**config.mk**
```make
export PLATFORM = sky130hd
export DESIGN_NAME = jitclk_gen
export DESIGN_NICKNAME = d
export VERILOG_FILES = /design/src/rtl/jitclk_pkg.sv /design/src/rtl/jitclk_sweep.sv /design/src/rtl/jitclk_duty.sv /design/src/rtl/jitclk_cycle.sv /design/src/rtl/jitclk_gen.sv
export SDC_FILE = /design/constraint.sdc
export NUM_CORES = 1
export LEC_CHECK = 0
export ABC_AREA = 1
export BUFFER_PORTS_ARGS = -buffer_cell sky130_fd_sc_hd__clkbuf_2
export CAP_MARGIN = 30
export CORE_MARGIN = 8
export CORE_UTILIZATION = 59
export CTS_CLUSTER_SIZE = 20
export DETAILED_ROUTE_END_ITERATION = 16
export PLACE_DENSITY_LB_ADDON = 0.12
export SLEW_MARGIN = 20
export SYNTH_ARGS = -nofsm -noshare
export SYNTH_HDL_FRONTEND = slang
export SYNTH_SLANG_ARGS = --single-unit
```
**constraint.sdc**
```tcl
create_clock -name clk -period 5.95 [get_ports clk]
set_input_delay 0.2975 -clock clk [delete_from_list [all_inputs] [get_ports clk]]
set_output_delay 0.2975 -clock clk [all_outputs]
set_load 0.02 [all_outputs]
```
**src/rtl/jitclk_pkg.sv**
```systemverilog
package jitclk_pkg;
  typedef enum logic {
    SWEEP_UP   = 1'b0,
    SWEEP_DOWN = 1'b1
  } sweep_dir_e;
endpackage

```
**src/rtl/jitclk_sweep.sv**
```systemverilog
module jitclk_sweep
  import jitclk_pkg::*;
#(
  parameter int PW      = 10,
  parameter int PER_CTR = 757,
  parameter int PER_MIN = 732,
  parameter int PER_MAX = 784,
  parameter int STEP    = 1
) (
  input  logic          clk,
  input  logic          rst,
  input  logic          adv,
  input  logic          en,
  output logic [PW-1:0] per_q,
  output logic [PW-1:0] per_nxt
);
  localparam logic [PW:0] MIN_W  = (PW+1)'(PER_MIN);
  localparam logic [PW:0] MAX_W  = (PW+1)'(PER_MAX);
  localparam logic [PW:0] STEP_W = (PW+1)'(STEP);

  sweep_dir_e dir_q, dir_nxt;

  generate
    if (PER_MAX <= PER_MIN) begin : g_flat
      // no spread: the length never moves
      always_comb begin
        per_nxt = PW'(PER_CTR);
        dir_nxt = SWEEP_UP;
      end
    end else begin : g_tri
      always_comb begin
        per_nxt = PW'(PER_CTR);
        dir_nxt = SWEEP_UP;
        if (en) begin
          if (dir_q == SWEEP_UP) begin
            if (({1'b0, per_q} + STEP_W) >= MAX_W) begin
              per_nxt = PW'(PER_MAX);
              dir_nxt = SWEEP_DOWN;
            end else begin
              per_nxt = per_q + STEP_W[PW-1:0];
              dir_nxt = SWEEP_UP;
            end
          end else begin
            if ({1'b0, per_q} <= (MIN_W + STEP_W)) begin
              per_nxt = PW'(PER_MIN);
              dir_nxt = SWEEP_UP;
            end else begin
              per_nxt = per_q - STEP_W[PW-1:0];
              dir_nxt = SWEEP_DOWN;
            end
          end
        end
      end
    end
  endgenerate

  always_ff @(posedge clk) begin
    if (rst) begin
      per_q <= PW'(PER_CTR);
      dir_q <= SWEEP_UP;
    end else if (adv) begin
      per_q <= per_nxt;
      dir_q <= dir_nxt;
    end
  end
endmodule

```
**src/rtl/jitclk_duty.sv**
```systemverilog
module jitclk_duty #(
  parameter int PW       = 10,
  parameter int PER_CTR  = 757,
  parameter int DUTY_PCT = 65
) (
  input  logic          clk,
  input  logic          rst,
  input  logic          adv,
  input  logic [PW-1:0] per_nxt,
  output logic [PW-1:0] duty_q
);
  localparam int PRODW = PW + 8;
  localparam logic [PW-1:0] DUTY_RST =
    (DUTY_PCT >= 100) ? PW'(PER_CTR) : PW'((PER_CTR * DUTY_PCT) / 100);

  logic [PW-1:0] duty_nxt;

  generate
    if (DUTY_PCT >= 100) begin : g_full
      assign duty_nxt = per_nxt;
    end else begin : g_frac
      logic [PRODW-1:0] prod;
      logic [PRODW-1:0] quot;
      assign prod     = PRODW'(per_nxt) * PRODW'(DUTY_PCT);
      assign quot     = prod / PRODW'(100);
      assign duty_nxt = quot[PW-1:0];
    end
  endgenerate

  always_ff @(posedge clk) begin
    if (rst) begin
      duty_q <= DUTY_RST;
    end else if (adv) begin
      duty_q <= duty_nxt;
    end
  end
endmodule

```
**src/rtl/jitclk_cycle.sv**
```systemverilog
module jitclk_cycle #(
  parameter int PW = 10
) (
  input  logic          clk,
  input  logic          rst,
  input  logic [PW-1:0] per,
  input  logic [PW-1:0] duty,
  output logic          wrap,
  output logic          start_o,
  output logic          win_o
);
  logic [PW-1:0] cnt_q;

  assign wrap = (cnt_q == (per - PW'(1)));

  always_ff @(posedge clk) begin
    if (rst) begin
      cnt_q   <= '0;
      start_o <= 1'b0;
      win_o   <= 1'b0;
    end else begin
      cnt_q   <= wrap ? '0 : cnt_q + PW'(1);
      start_o <= (cnt_q == '0);
      win_o   <= (cnt_q < duty);
    end
  end
endmodule

```
**src/rtl/jitclk_gen.sv**
```systemverilog
module jitclk_gen #(
  parameter int SYS_CLK_HZ   = 100_000_000,
  parameter int CENTER_HZ    = 132_000,
  parameter int JITTER_PP_HZ = 9_000,
  parameter int MOD_HZ       = 1_500,
  parameter int DUTY_PCT     = 65
) (
  input  logic clk,
  input  logic rst,
  input  logic jitter_en,
  output logic cyc_start,
  output logic duty_win
);
  localparam int PER_CTR  = SYS_CLK_HZ / CENTER_HZ;
  localparam int PER_MIN  = SYS_CLK_HZ / (CENTER_HZ + JITTER_PP_HZ / 2);
  localparam int PER_MAX  = SYS_CLK_HZ / (CENTER_HZ - JITTER_PP_HZ / 2);
  localparam int STEP_RAW = ((PER_MAX - PER_MIN) * 2 * MOD_HZ) / CENTER_HZ;
  localparam int STEP     = (STEP_RAW < 1) ? 1 : STEP_RAW;
  localparam int PW       = $clog2(PER_MAX + 1);

  logic          wrap;
  logic [PW-1:0] per_q;
  logic [PW-1:0] per_nxt;
  logic [PW-1:0] duty_q;

  jitclk_sweep #(
    .PW(PW), .PER_CTR(PER_CTR), .PER_MIN(PER_MIN),
    .PER_MAX(PER_MAX), .STEP(STEP)
  ) u_sweep (
    .clk(clk), .rst(rst), .adv(wrap), .en(jitter_en),
    .per_q(per_q), .per_nxt(per_nxt)
  );

  jitclk_duty #(
    .PW(PW), .PER_CTR(PER_CTR), .DUTY_PCT(DUTY_PCT)
  ) u_duty (
    .clk(clk), .rst(rst), .adv(wrap), .per_nxt(per_nxt), .duty_q(duty_q)
  );

  jitclk_cycle #(
    .PW(PW)
  ) u_cycle (
    .clk(clk), .rst(rst), .per(per_q), .duty(duty_q),
    .wrap(wrap), .start_o(cyc_start), .win_o(duty_win)
  );
endmodule

```
==> run metrics <==
number of cells on the worst hold path=2; largest delay contributor family on the critical path=simple AND/OR/NAND/NOR gates; final clock period utilization by the worst path=133.7%; Initial Util=between 50% and 60%; antenna violations before repair=0; htree depth=2; total vias in the final route=between 5000 and 6000; Top cell by count, worst path=nand2_1; class of the tightest hold or removal check=input pin to register; Detailed Route WL=approximately 18000 um; CORE AREA=approximately 6600 sq um; maximum clock path buffer count=2; GR Overflow Total=0; final number of hold-violating endpoints=0; total track usage=between 20% and 30%; clock skew=between 7 and 8 ps; violations in the final reports=negative setup slack; Worst Max-Slew Pin Slew=about 930 ps; Clk Tree Root Cell=clkbuf_8; fraction of layout cells with a size suffix above 1=44.19%; clock-pin slew on the worst setup and hold paths=approximately 80 ps; final worst-path setup slack=-2006 ps; leading cell type in the layout, fill and taps excluded=buf_4; Initial DRC Count=766; maximum number of pins on one net before global-route repair=24; biggest area consumer among synthesized cells=dfxtp_1; nets in the synthesized netlist=664; element type at the critical path end=register; via density per instance=approximately 6.4; proportion of netlist area held by the largest area contributor=between 15 and 20%; overall power of the completed layout=around 3.4 mW; post-synthesis sequential element count=33; number of flops mapped to enable cells by yosys=0; maximum fanout along the worst path=7; highest-count cells in the layout ignoring fill and taps=138 x buf_4, 118 x nand2_1, 90 x inv_1; number of max-slew violations in the final report=0; final setup violating endpoints=6; RSZ-0062 raised after global routing=true; worst r2r path cells=between 60 and 70; cells taking the most area after synthesis=dfxtp_1 17%, nand2_1 15%, inv_1 9.1%; worst stage delay on the critical path=about 470 ps; number of warnings issued by yosys=0; I/O pins=5; critical path type=register to register; TritonCTS clock tree=done; number of diodes=0; relative slew slack=between 30% and 40%; number of standard-cell rows in the floorplan=30; Final #Nets=807; DRC=0; clock network latency to the later pin of the worst-skew pair=300 ps; Gate Count Post-Synth=639; utilization after layout=approximately nine tenths; critical path buffer and inverter count=7; total non-filler cell area in the finished layout=5979 sq um; cell leakage power=between 2 and 3 nW; Data required, critical path=6190 ps; area enclosed by the die boundary=just under 10000 sq um; sequential element share of the synthesized area=16.62%; worst voltage drop across the vdd grid=between 0.5 and 0.6 mV; number of global-route vias before repair=slightly below 5000; Cell variety after synth=45; die outline height=98.07 um; quantity of I/O buffers inserted on ports=4; Die Wd=98.07 um; reported max-cap violation count=0; Cell Pwr Density=572.2 nW/um^2; critical path depth in cells=62; area overhead of the layout relative to synthesis=50.47%; mapped cell area=between 3000 and 4000 sq um; wire length of the first global-routing pass=~21000 um; Antenna Nets Post-Route=0; average cell area after synthesis=approximately 6.2 sq um; primary flip-flop cell chosen by synthesis mapping=dfxtp_1; per-cell routed wire length=21.18 um; crit path time final=about 8000 ps; sinks on the clock net=33; CP Launch Type=register; number of buffers added by the clock tree synthesis step=5; run status=complete, but fails checks; area of placed instances=slightly above 5000 sq um; share of async-settable or async-resettable flops after synthesis=0%; half-perimeter wire length after placement=~9300 um; final weighted congestion in routability-driven placement=around 0.93; hold_buf cts=0; filler cell count in the final layout=slightly below 300; number of optimization iterations in the first detailed-route pass=6; max frequency=around 130 MHz; slowest library cell on the worst path=dfxtp_1; Worst EP arrival=just over 8000 ps
kinds of logic (layout without fill, tap and decap cells):
logic type / after synthesis / after routing / share of synthesized area [%]
AO/OA/AOI/OAI: 70 / 70 / 11.05
AND/OR/NAND/NOR: 368 / 368 / 48.55
XOR/XNOR: 21 / 21 / 4.629
buffers and inverters: 125 / 269 / 12.03
adder cells (fa/ha/maj): 22 / 22 / 7.116
flip-flops: 33 / 33 / 16.62
power by group:
part	internal [mW]	total, mW	switching (mW)
registers	0.222	0.225	0.00279
logic	1.14	2.97	1.84
clock network	0.120	0.222	0.102
layout make-up:
class	instances	area, sq um	share of cell area, %
well taps	80	100.1	1.674
repair buffers	145	1099	18.37
inverters	116	435.4	7.282
multi-input cells	481	3565	59.62
flip-flops and latches	33	669.4	11.19
clock buffers	8	111.4	1.862
cells in the mapped netlist (all sizes together) (4+ instances only):
master and count:
nand2 205, inv 112, nand3 67, nor2 55, dfxtp 33, nand4 23, ha 21, o21ai 19
xor2 19, a21oi 16, o22ai 11, nor3 8, a22oi 7, buf 5, clkbuf 4, clkinv 4
nor4 4, o211ai 4, o21a 4
flip-flops by register name (all words and copies together), names as in the netlist:
name	cells
u_sweep.per_q	10
u_duty.duty_q	10
u_sweep.dir_q	1
u_cycle.win_o	1
u_cycle.start_o	1
u_cycle.cnt_q	10
stage by stage:
step           std cells  setup TNS, ps  setup slack, ps  hold WS [ps]
4_1_cts              852          -2115           -889.1         258.4
2_1_floorplan        639         -487.4           -309.6         370.3
3_3_place_gp         833          -1873           -797.8         455.5
6_report             863          -7690            -2006         300.5
3_5_place_dp         833          -2858            -1073         463.1
5_1_grt              863         -11350            -2626         284.7
path summary, 6_finish.rpt:
| path | slack [ps] | startpoint | to |
|---|---|---|---|
| worst max-delay path | -2010 | u_sweep.per_q[3] | u_duty.duty_q[0] |
| worst min-delay path | 300 | rst | u_cycle.win_o |
| worst max register to register | -2010 | u_sweep.per_q[3] | u_duty.duty_q[0] |
| worst min register to register | 480 | u_duty.duty_q[1] | u_duty.duty_q[1] |
timing repair:
| action | CTS | global route |
|---|---|---|
| endpoints found under the setup margin | 4 | 5 |
| resized for setup | 34 | 80 |
| setup buffers | 11 | 11 |
| gates cloned | 0 | 0 |
| pin swaps | 29 | 45 |
metal layers:
layer  vias up  share of wire (%)  GRT usage (%)
li1       2349                  -              -
met1      2489                 33          28.91
met2       501                 46          47.68
met3       206                 11          3.983
met4         0                9.5          16.43
met5         -                  0              0
Power figures use the tool's default switching activity.
